## src/rtl/mpu_pkg.sv

```systemverilog
// Package: shared types, field positions and decode functions for the
// MPU region checker. Assumes a 32-bit config data path.
package mpu_pkg;

    localparam int CFG_W          = 32;
    localparam int XN_BIT         = 12;
    localparam int AP_LO          = 8;
    localparam int MIN_SIZE_CODE  = 4;
    localparam int BASE_LOW_ZERO  = 5;

    localparam logic [2:0] OFS_SELECT  = 3'd0;
    localparam logic [2:0] OFS_BASE    = 3'd1;
    localparam logic [2:0] OFS_SIZE    = 3'd2;
    localparam logic [2:0] OFS_ACCESS  = 3'd3;
    localparam logic [2:0] OFS_CONTROL = 3'd4;

    typedef enum logic [1:0] {
        AK_FETCH = 2'd0,
        AK_READ  = 2'd1,
        AK_WRITE = 2'd2,
        AK_WALT  = 2'd3
    } acc_kind_e;

    typedef enum logic [1:0] {
        MC_STRONG = 2'd0,
        MC_DEVICE = 2'd1,
        MC_NORMAL = 2'd2,
        MC_NONE   = 2'd3
    } mem_class_e;

    typedef struct packed {
        logic       xn;
        logic [2:0] ap;
        logic [2:0] mtype;
    } acc_ctl_t;

    typedef struct packed {
        logic [4:0] code;
        logic       en;
    } size_ctl_t;

    // Data read grant for a permission code at a privilege level.
    function automatic logic ap_read_ok(input logic [2:0] ap, input logic priv);
        case (ap)
            3'd1, 3'd5:       return priv;
            3'd2, 3'd3, 3'd6: return 1'b1;
            default:          return 1'b0;
        endcase
    endfunction

    // Data write grant for a permission code at a privilege level.
    function automatic logic ap_write_ok(input logic [2:0] ap, input logic priv);
        case (ap)
            3'd1, 3'd2: return priv;
            3'd3:       return 1'b1;
            default:    return 1'b0;
        endcase
    endfunction

    // Memory class from the raw type field.
    function automatic mem_class_e type_class(input logic [2:0] mtype);
        case (mtype)
            3'd0:    return MC_STRONG;
            3'd1:    return MC_DEVICE;
            default: return MC_NORMAL;
        endcase
    endfunction

endpackage

```

## src/rtl/mpu_cfg_regs.sv

```systemverilog
// Region register file with indirect access through a select register.
// Holds base, size/enable and access-control per region plus a control
// register with the background-enable bit. Reads are combinational.
// Assumes NREG is a power of two.
module mpu_cfg_regs
    import mpu_pkg::*;
#(
    parameter int NREG = 8,
    parameter int AW   = 32
) (
    input  logic                         clk,
    input  logic                         rst_n,
    input  logic                         cfg_we,
    input  logic [2:0]                   cfg_addr,
    input  logic [CFG_W-1:0]             cfg_wdata,
    output logic [CFG_W-1:0]             cfg_rdata,
    output logic [NREG-1:0][AW-1:0]      base_o,
    output size_ctl_t [NREG-1:0]         size_o,
    output acc_ctl_t  [NREG-1:0]         ctl_o,
    output logic                         bg_en_o
);
    localparam int RGN_W = (NREG > 1) ? $clog2(NREG) : 1;

    logic [RGN_W-1:0] rgn_sel;

    // Select register and background enable update.
    always_ff @(posedge clk) begin
        if (!rst_n) begin
            rgn_sel <= '0;
            bg_en_o <= 1'b0;
        end else if (cfg_we) begin
            if (cfg_addr == OFS_SELECT)  rgn_sel <= cfg_wdata[RGN_W-1:0];
            if (cfg_addr == OFS_CONTROL) bg_en_o <= cfg_wdata[0];
        end
    end

    // Per-region storage, written only when that region is selected.
    for (genvar r = 0; r < NREG; r++) begin : g_rgn
        always_ff @(posedge clk) begin
            if (!rst_n) begin
                base_o[r] <= '0;
                size_o[r] <= '0;
                ctl_o[r]  <= '0;
            end else if (cfg_we && rgn_sel == RGN_W'(r)) begin
                case (cfg_addr)
                    OFS_BASE:   base_o[r] <= {cfg_wdata[AW-1:BASE_LOW_ZERO], {BASE_LOW_ZERO{1'b0}}};
                    OFS_SIZE:   size_o[r] <= cfg_wdata[5:0];
                    OFS_ACCESS: ctl_o[r]  <= '{xn: cfg_wdata[XN_BIT],
                                               ap: cfg_wdata[AP_LO+2:AP_LO],
                                               mtype: cfg_wdata[2:0]};
                    default: ;
                endcase
            end
        end
    end

    // Read mux for the selected register.
    always_comb begin
        cfg_rdata = '0;
        case (cfg_addr)
            OFS_SELECT:  cfg_rdata[RGN_W-1:0] = rgn_sel;
            OFS_BASE:    cfg_rdata[AW-1:0]    = base_o[rgn_sel];
            OFS_SIZE:    cfg_rdata[5:0]       = size_o[rgn_sel];
            OFS_ACCESS: begin
                cfg_rdata[XN_BIT]           = ctl_o[rgn_sel].xn;
                cfg_rdata[AP_LO+2:AP_LO]    = ctl_o[rgn_sel].ap;
                cfg_rdata[2:0]              = ctl_o[rgn_sel].mtype;
            end
            OFS_CONTROL: cfg_rdata[0]         = bg_en_o;
            default:     cfg_rdata            = '0;
        endcase
    end
endmodule

```

## src/rtl/mpu_region_match.sv

```systemverilog
// Address comparator for one region. A region of size code c spans
// 2^(c+1) bytes; only address bits above bit c are compared, so the base
// is assumed aligned. Codes below the minimum never match.
module mpu_region_match
    import mpu_pkg::*;
#(
    parameter int AW = 32
) (
    input  logic [AW-1:0] addr,
    input  logic [AW-1:0] base,
    input  size_ctl_t     size,
    output logic          hit
);
    // Compare every bit above the size code.
    always_comb begin
        hit = size.en && (int'(size.code) >= MIN_SIZE_CODE);
        for (int i = 0; i < AW; i++) begin
            if (i > int'(size.code) && addr[i] != base[i]) hit = 1'b0;
        end
    end
endmodule

```

## src/rtl/mpu_prio_select.sv

```systemverilog
// Picks the highest-numbered hitting region and forwards its access
// control. Assumes hits are already qualified by enable.
module mpu_prio_select
    import mpu_pkg::*;
#(
    parameter int NREG = 8
) (
    input  logic [NREG-1:0]      hits,
    input  acc_ctl_t [NREG-1:0]  ctl,
    output logic                 any_hit,
    output acc_ctl_t             sel_ctl
);
    // Ascending scan so later (higher) regions override earlier ones.
    always_comb begin
        any_hit = 1'b0;
        sel_ctl = '0;
        for (int r = 0; r < NREG; r++) begin
            if (hits[r]) begin
                any_hit = 1'b1;
                sel_ctl = ctl[r];
            end
        end
    end
endmodule

```

## src/rtl/mpu_perm_eval.sv

```systemverilog
// Decides permit/fault for one access from the winning region's control
// or the background map. Fetches need read permission, clear XN and a
// normal memory class.
module mpu_perm_eval
    import mpu_pkg::*;
(
    input  logic       any_hit,
    input  acc_ctl_t   sel_ctl,
    input  logic       bg_en,
    input  logic [1:0] kind,
    input  logic       priv,
    output logic       permit,
    output logic       perm_fault,
    output logic       bg_fault,
    output logic       ifetch,
    output logic [1:0] mclass
);
    acc_kind_e  k;
    mem_class_e cls;
    logic       rd_ok;
    logic       wr_ok;
    logic       ok;

    assign k     = acc_kind_e'(kind);
    assign cls   = type_class(sel_ctl.mtype);
    assign rd_ok = ap_read_ok(sel_ctl.ap, priv);
    assign wr_ok = ap_write_ok(sel_ctl.ap, priv);

    // Region-level grant by access kind.
    always_comb begin
        case (k)
            AK_FETCH: ok = rd_ok && !sel_ctl.xn && (cls == MC_NORMAL);
            AK_READ:  ok = rd_ok;
            default:  ok = wr_ok;
        endcase
    end

    // Outcome selection: region, background grant or background fault.
    always_comb begin
        permit     = 1'b0;
        perm_fault = 1'b0;
        bg_fault   = 1'b0;
        mclass     = MC_NONE;
        if (any_hit) begin
            permit     = ok;
            perm_fault = !ok;
            mclass     = cls;
        end else if (bg_en && priv) begin
            permit = 1'b1;
            mclass = MC_NORMAL;
        end else begin
            bg_fault = 1'b1;
        end
    end

    assign ifetch = (perm_fault || bg_fault) && (k == AK_FETCH);
endmodule

```

## src/rtl/mpu_region_guard.sv

```systemverilog
// Top of the MPU region checker: register file, one comparator per
// region, priority pick, permission evaluation and a result register.
// Results appear one cycle after a valid request.
module mpu_region_guard
    import mpu_pkg::*;
#(
    parameter int NREG = 8,
    parameter int AW   = 32
) (
    input  logic             clk,
    input  logic             rst_n,
    input  logic             cfg_we,
    input  logic [2:0]       cfg_addr,
    input  logic [31:0]      cfg_wdata,
    output logic [31:0]      cfg_rdata,
    input  logic             acc_valid,
    input  logic [AW-1:0]    acc_addr,
    input  logic [1:0]       acc_kind,
    input  logic             acc_priv,
    output logic             res_valid,
    output logic             res_permit,
    output logic             res_perm_fault,
    output logic             res_bg_fault,
    output logic             res_ifetch,
    output logic [1:0]       res_mtype
);
    logic [NREG-1:0][AW-1:0] base;
    size_ctl_t [NREG-1:0]    size;
    acc_ctl_t  [NREG-1:0]    ctl;
    logic                    bg_en;
    logic [NREG-1:0]         hits;
    logic                    any_hit;
    acc_ctl_t                sel_ctl;
    logic                    c_permit, c_pf, c_bf, c_if;
    logic [1:0]              c_cls;

    mpu_cfg_regs #(.NREG(NREG), .AW(AW)) u_regs (
        .clk(clk), .rst_n(rst_n), .cfg_we(cfg_we), .cfg_addr(cfg_addr),
        .cfg_wdata(cfg_wdata), .cfg_rdata(cfg_rdata),
        .base_o(base), .size_o(size), .ctl_o(ctl), .bg_en_o(bg_en)
    );

    for (genvar r = 0; r < NREG; r++) begin : g_match
        mpu_region_match #(.AW(AW)) u_match (
            .addr(acc_addr), .base(base[r]), .size(size[r]), .hit(hits[r])
        );
    end

    mpu_prio_select #(.NREG(NREG)) u_prio (
        .hits(hits), .ctl(ctl), .any_hit(any_hit), .sel_ctl(sel_ctl)
    );

    mpu_perm_eval u_eval (
        .any_hit(any_hit), .sel_ctl(sel_ctl), .bg_en(bg_en),
        .kind(acc_kind), .priv(acc_priv),
        .permit(c_permit), .perm_fault(c_pf), .bg_fault(c_bf),
        .ifetch(c_if), .mclass(c_cls)
    );

    // Result register: captures the decision of each valid request.
    always_ff @(posedge clk) begin
        if (!rst_n) begin
            res_valid      <= 1'b0;
            res_permit     <= 1'b0;
            res_perm_fault <= 1'b0;
            res_bg_fault   <= 1'b0;
            res_ifetch     <= 1'b0;
            res_mtype      <= 2'd0;
        end else begin
            res_valid <= acc_valid;
            if (acc_valid) begin
                res_permit     <= c_permit;
                res_perm_fault <= c_pf;
                res_bg_fault   <= c_bf;
                res_ifetch     <= c_if;
                res_mtype      <= c_cls;
            end
        end
    end
endmodule

```

## config.mk

```make
export PLATFORM = sky130hd
export DESIGN_NAME = mpu_region_guard
export DESIGN_NICKNAME = d
export VERILOG_FILES = /design/src/rtl/mpu_pkg.sv /design/src/rtl/mpu_cfg_regs.sv /design/src/rtl/mpu_region_match.sv /design/src/rtl/mpu_prio_select.sv /design/src/rtl/mpu_perm_eval.sv /design/src/rtl/mpu_region_guard.sv
export SDC_FILE = /design/constraint.sdc
export NUM_CORES = 1
export LEC_CHECK = 0
export CAP_MARGIN = 20
export CORE_ASPECT_RATIO = 1.25
export CORE_MARGIN = 2
export CORE_UTILIZATION = 35
export CTS_CLUSTER_DIAMETER = 60
export DETAILED_ROUTE_END_ITERATION = 7
export DONT_BUFFER_PORTS = 1
export HOLD_SLACK_MARGIN = 0.05
export PLACE_DENSITY_LB_ADDON = 0.12
export SLEW_MARGIN = 20
export SYNTH_ARGS = -nofsm -noshare
export SYNTH_HDL_FRONTEND = slang
export SYNTH_SLANG_ARGS = --single-unit
```

## constraint.sdc

```tcl
create_clock -name clk -period 5.6 [get_ports clk]
set_input_delay 0.84 -clock clk [delete_from_list [all_inputs] [get_ports clk]]
set_output_delay 0.84 -clock clk [all_outputs]
set_load 0.01 [all_outputs]
```

==> impl_metrics.yaml <==
status:
  status: "completed"
critical_path:
  path_buf_inv: 0
  cp.depth: 12
  cpLargestDelayFamily: "compound AO/OA/AOI/OAI gates"
  cpMostUsedCell: "nand3_1"
  worst_ep_arrival_time_ns: 4.74
  cp-start-kind: "flop"
  slowest_delay_ns: 0.71
  path_class: "reg2reg"
  crit_path_end_kind: "flop"
  crit_fanout: 12
  path_cells: "nand2_1 > a211oi_2 > o2111ai_1 > o41ai_2 > nand4_1 > a21oi_1 > a221oi_1 > o311ai_0 > o211ai_1 > nand3_1 > nand3_1 > a21boi_1"
  reg2reg_depth: 12
  required_ns: 6.09
  crit_slowest_cell: "dfxtp_1"
sta:
  tns_ns: 0
  slew_violations: 0
  timing.fmax_ghz: 0.235
  hold_slack_ns: 0.414
  slew_headroom: 0.312
  finalHoldViolations: 0
  finalSetupViolCount: 0
  post-route-min-period_ns: 4.25
  fin_skew_ns: 0.0136
  period_share: 0.759
  tightest_slew_ns: 1.03
  rsz0062_at_grt: "false"
pwr:
  power_mw: 5.28
  pwr-share-seq: 0.451
  comb_power_share: 0.059
  swShare: 0.243
  internal-power_mw: 4.00
  p_leak_nw: 6.98
  power.density_nw_per_um2: 234
  ir_drop_mv: 0.198
  clkPwrFrac: 0.490
  switchingPower_mw: 1.28
synthesis:
  syn_inst: 2517
  synth_top_area_frac: 0.311
  ys_seq_elements: 331
  synthFlopType: "dfxtp_1"
  netlist_area_um2: 21300
  syn_avg_cell_area_um2: 8.45
  yosys-top-cells-area: "dfxtp_1 (31%), nand2_1 (9.8%), a21boi_0 (9.7%)"
  yosysMostFrequentCell: "nand2_1"
  synth_edf_count: 0
  syn_nets: 2591
  yosys_warnings: 0
  netlist-cell-type-count: 107
  synthTopCellsByCount: "nand2_1 (558), dfxtp_1 (331), a21boi_0 (275), clkbuf_1 (120), xor2_1 (108)"
  synth_async_sr_flop_share: 0
  ys_seq_area_frac: 0.311
  synth_top_area_cell: "dfxtp_1"
drt:
  drc: 0
  vias_per_cell: 5.82
  vias: 18300
  ant_nets: 0
  finalWirelength_um: 88900
  first_pass_iters: 6
  drt_iter0_drc: 1588
  wire_per_inst_um: 28.2
clocking:
  cts_buffers: 40
  cts_setup_buffers: 0
  htreeDepth: 2
  root_buffer: "clkbuf_16"
  clock_latency_ns: 0.57
  clock-sinks: 331
  cts_buffer_depth: 3
  clk_pin_slew_ns: 0.06
  holdBufCountCts: 0
  cts_tree: "built"
  cts.repair.resized: 0
min_path:
  hp-class: "in2reg"
  hold_path_depth: 2
global_routing:
  grt_pass1_vias: 17500
  grt_first_pass_wirelength_um: 128000
  grt_overflow: 0
  grtUsageTotal: 0.280
  antenna_found_initial: 2
  grt_max_degree: 333
die:
  pin_count: 113
  row_count: 101
  die_x_um: 225
  core_area_um2: 60400
  die-height_um: 280
  die-area_um2: 62800
  initial_core_util: 0.352
finish:
  diodes: 0
  stdcell_count: 3150
  finalNetCount: 2423
  synthToLayoutAreaGrowth_pct: 6.15
  final_util: 0.374
  drive_gt1_frac: 0.0997
flow_run:
  maxCapViolCount: 0
placement:
  dp.cells: 3079
  gp_congestion: 0.949
  numPortBuffers: 0
  dpl.hpwl_um: 63600
-- metal layers --
layer,share of wire,up-vias,GRT usage
met4,0.046,2,0.116
met2,0.47,787,0.461
met5,0.00015,-,0
met3,0.087,155,0.0649
li1,-,8434,-
met1,0.40,8941,0.352
-- cell type report --
cell class / instances / area [µm²]
Sequential cell: 331 / 6640
Fill cell: 6212 / 37800
Tap cell: 772 / 966
Inverter: 33 / 124
Clock buffer: 58 / 1170
Timing Repair Buffer: 30 / 238
Multi-Input combinational cell: 1913 / 13300
Clock inverter: 13 / 104
-- power by group through the flow --
| stage | Sequential (mW) | Clock [mW] | Combinational, mW |
|---|---|---|---|
| global placement | 2.43 | 0 | 0.309 |
| detailed placement | 2.43 | 0 | 0.307 |
| global route | 2.38 | 2.73 | 0.330 |
| finish | 2.38 | 2.59 | 0.314 |
| CTS | 2.38 | 2.65 | 0.309 |
| floorplan | 2.42 | 0 | 0.313 |
-- flip-flops by register name (all words and copies together) (netlist names) --
signal,flops
u_regs.base_o,216
res_valid,1
res_permit,1
res_bg_fault,1
res_perm_fault,1
u_regs.rgn_sel,3
res_ifetch,1
res_mtype,2
u_regs.bg_en_o,1
u_regs.size_o,48
u_regs.ctl_o,56
-- through the flow --
step | setup WS [ns] | area [µm²]
2_1_floorplan | 2.11 | 21300
3_3_place_gp | 1.38 | 21300
3_5_place_dp | 1.38 | 21300
4_1_cts | 1.41 | 22600
5_1_grt | 1.04 | 22600
6_report | 1.35 | 22600
-- placed cells by master (no fill, tap or decap), types with 11 or more instances in the layout --
master / instances
xor2_1: 108
o31ai_1: 15
and3_1: 11
a21boi_0: 275
and2_1: 16
inv_1: 31
a21oi_1: 74
o21ai_0: 57
o22ai_1: 17
nand3_1: 76
nor2b_1: 63
mux4_2: 80
nor3_1: 14
xnor2_1: 105
buf_4: 29
a31oi_1: 16
mux2i_1: 90
nand2_1: 557
a221oi_1: 12
o211ai_1: 14
a211oi_1: 15
nor2_1: 80
clkbuf_16: 41
dfxtp_1: 328
-- cell families after synthesis --
| logic type | count (synthesis) | share of synthesized area |
|---|---|---|
| compound gates | 618 | 0.213 |
| xor+xnor | 216 | 0.0905 |
| fa+ha+maj | 4 | 0.00194 |
| buf+inv | 273 | 0.0629 |
| flops | 331 | 0.311 |
| mux | 171 | 0.128 |
| simple gates | 904 | 0.192 |
-- worst paths after layout --
kind	to	start	slack [ns]
worst max-delay path	res_mtype[0]	u_regs.size_o[5]	1.35
worst min-delay path	u_regs.base_o[80]	cfg_wdata[16]	0.41
worst max register to register	res_mtype[0]	u_regs.size_o[5]	1.35
worst min register to register	u_regs.ctl_o[19]	u_regs.ctl_o[19]	0.49
No activity file was read; power rests on OpenSTA's default activity.
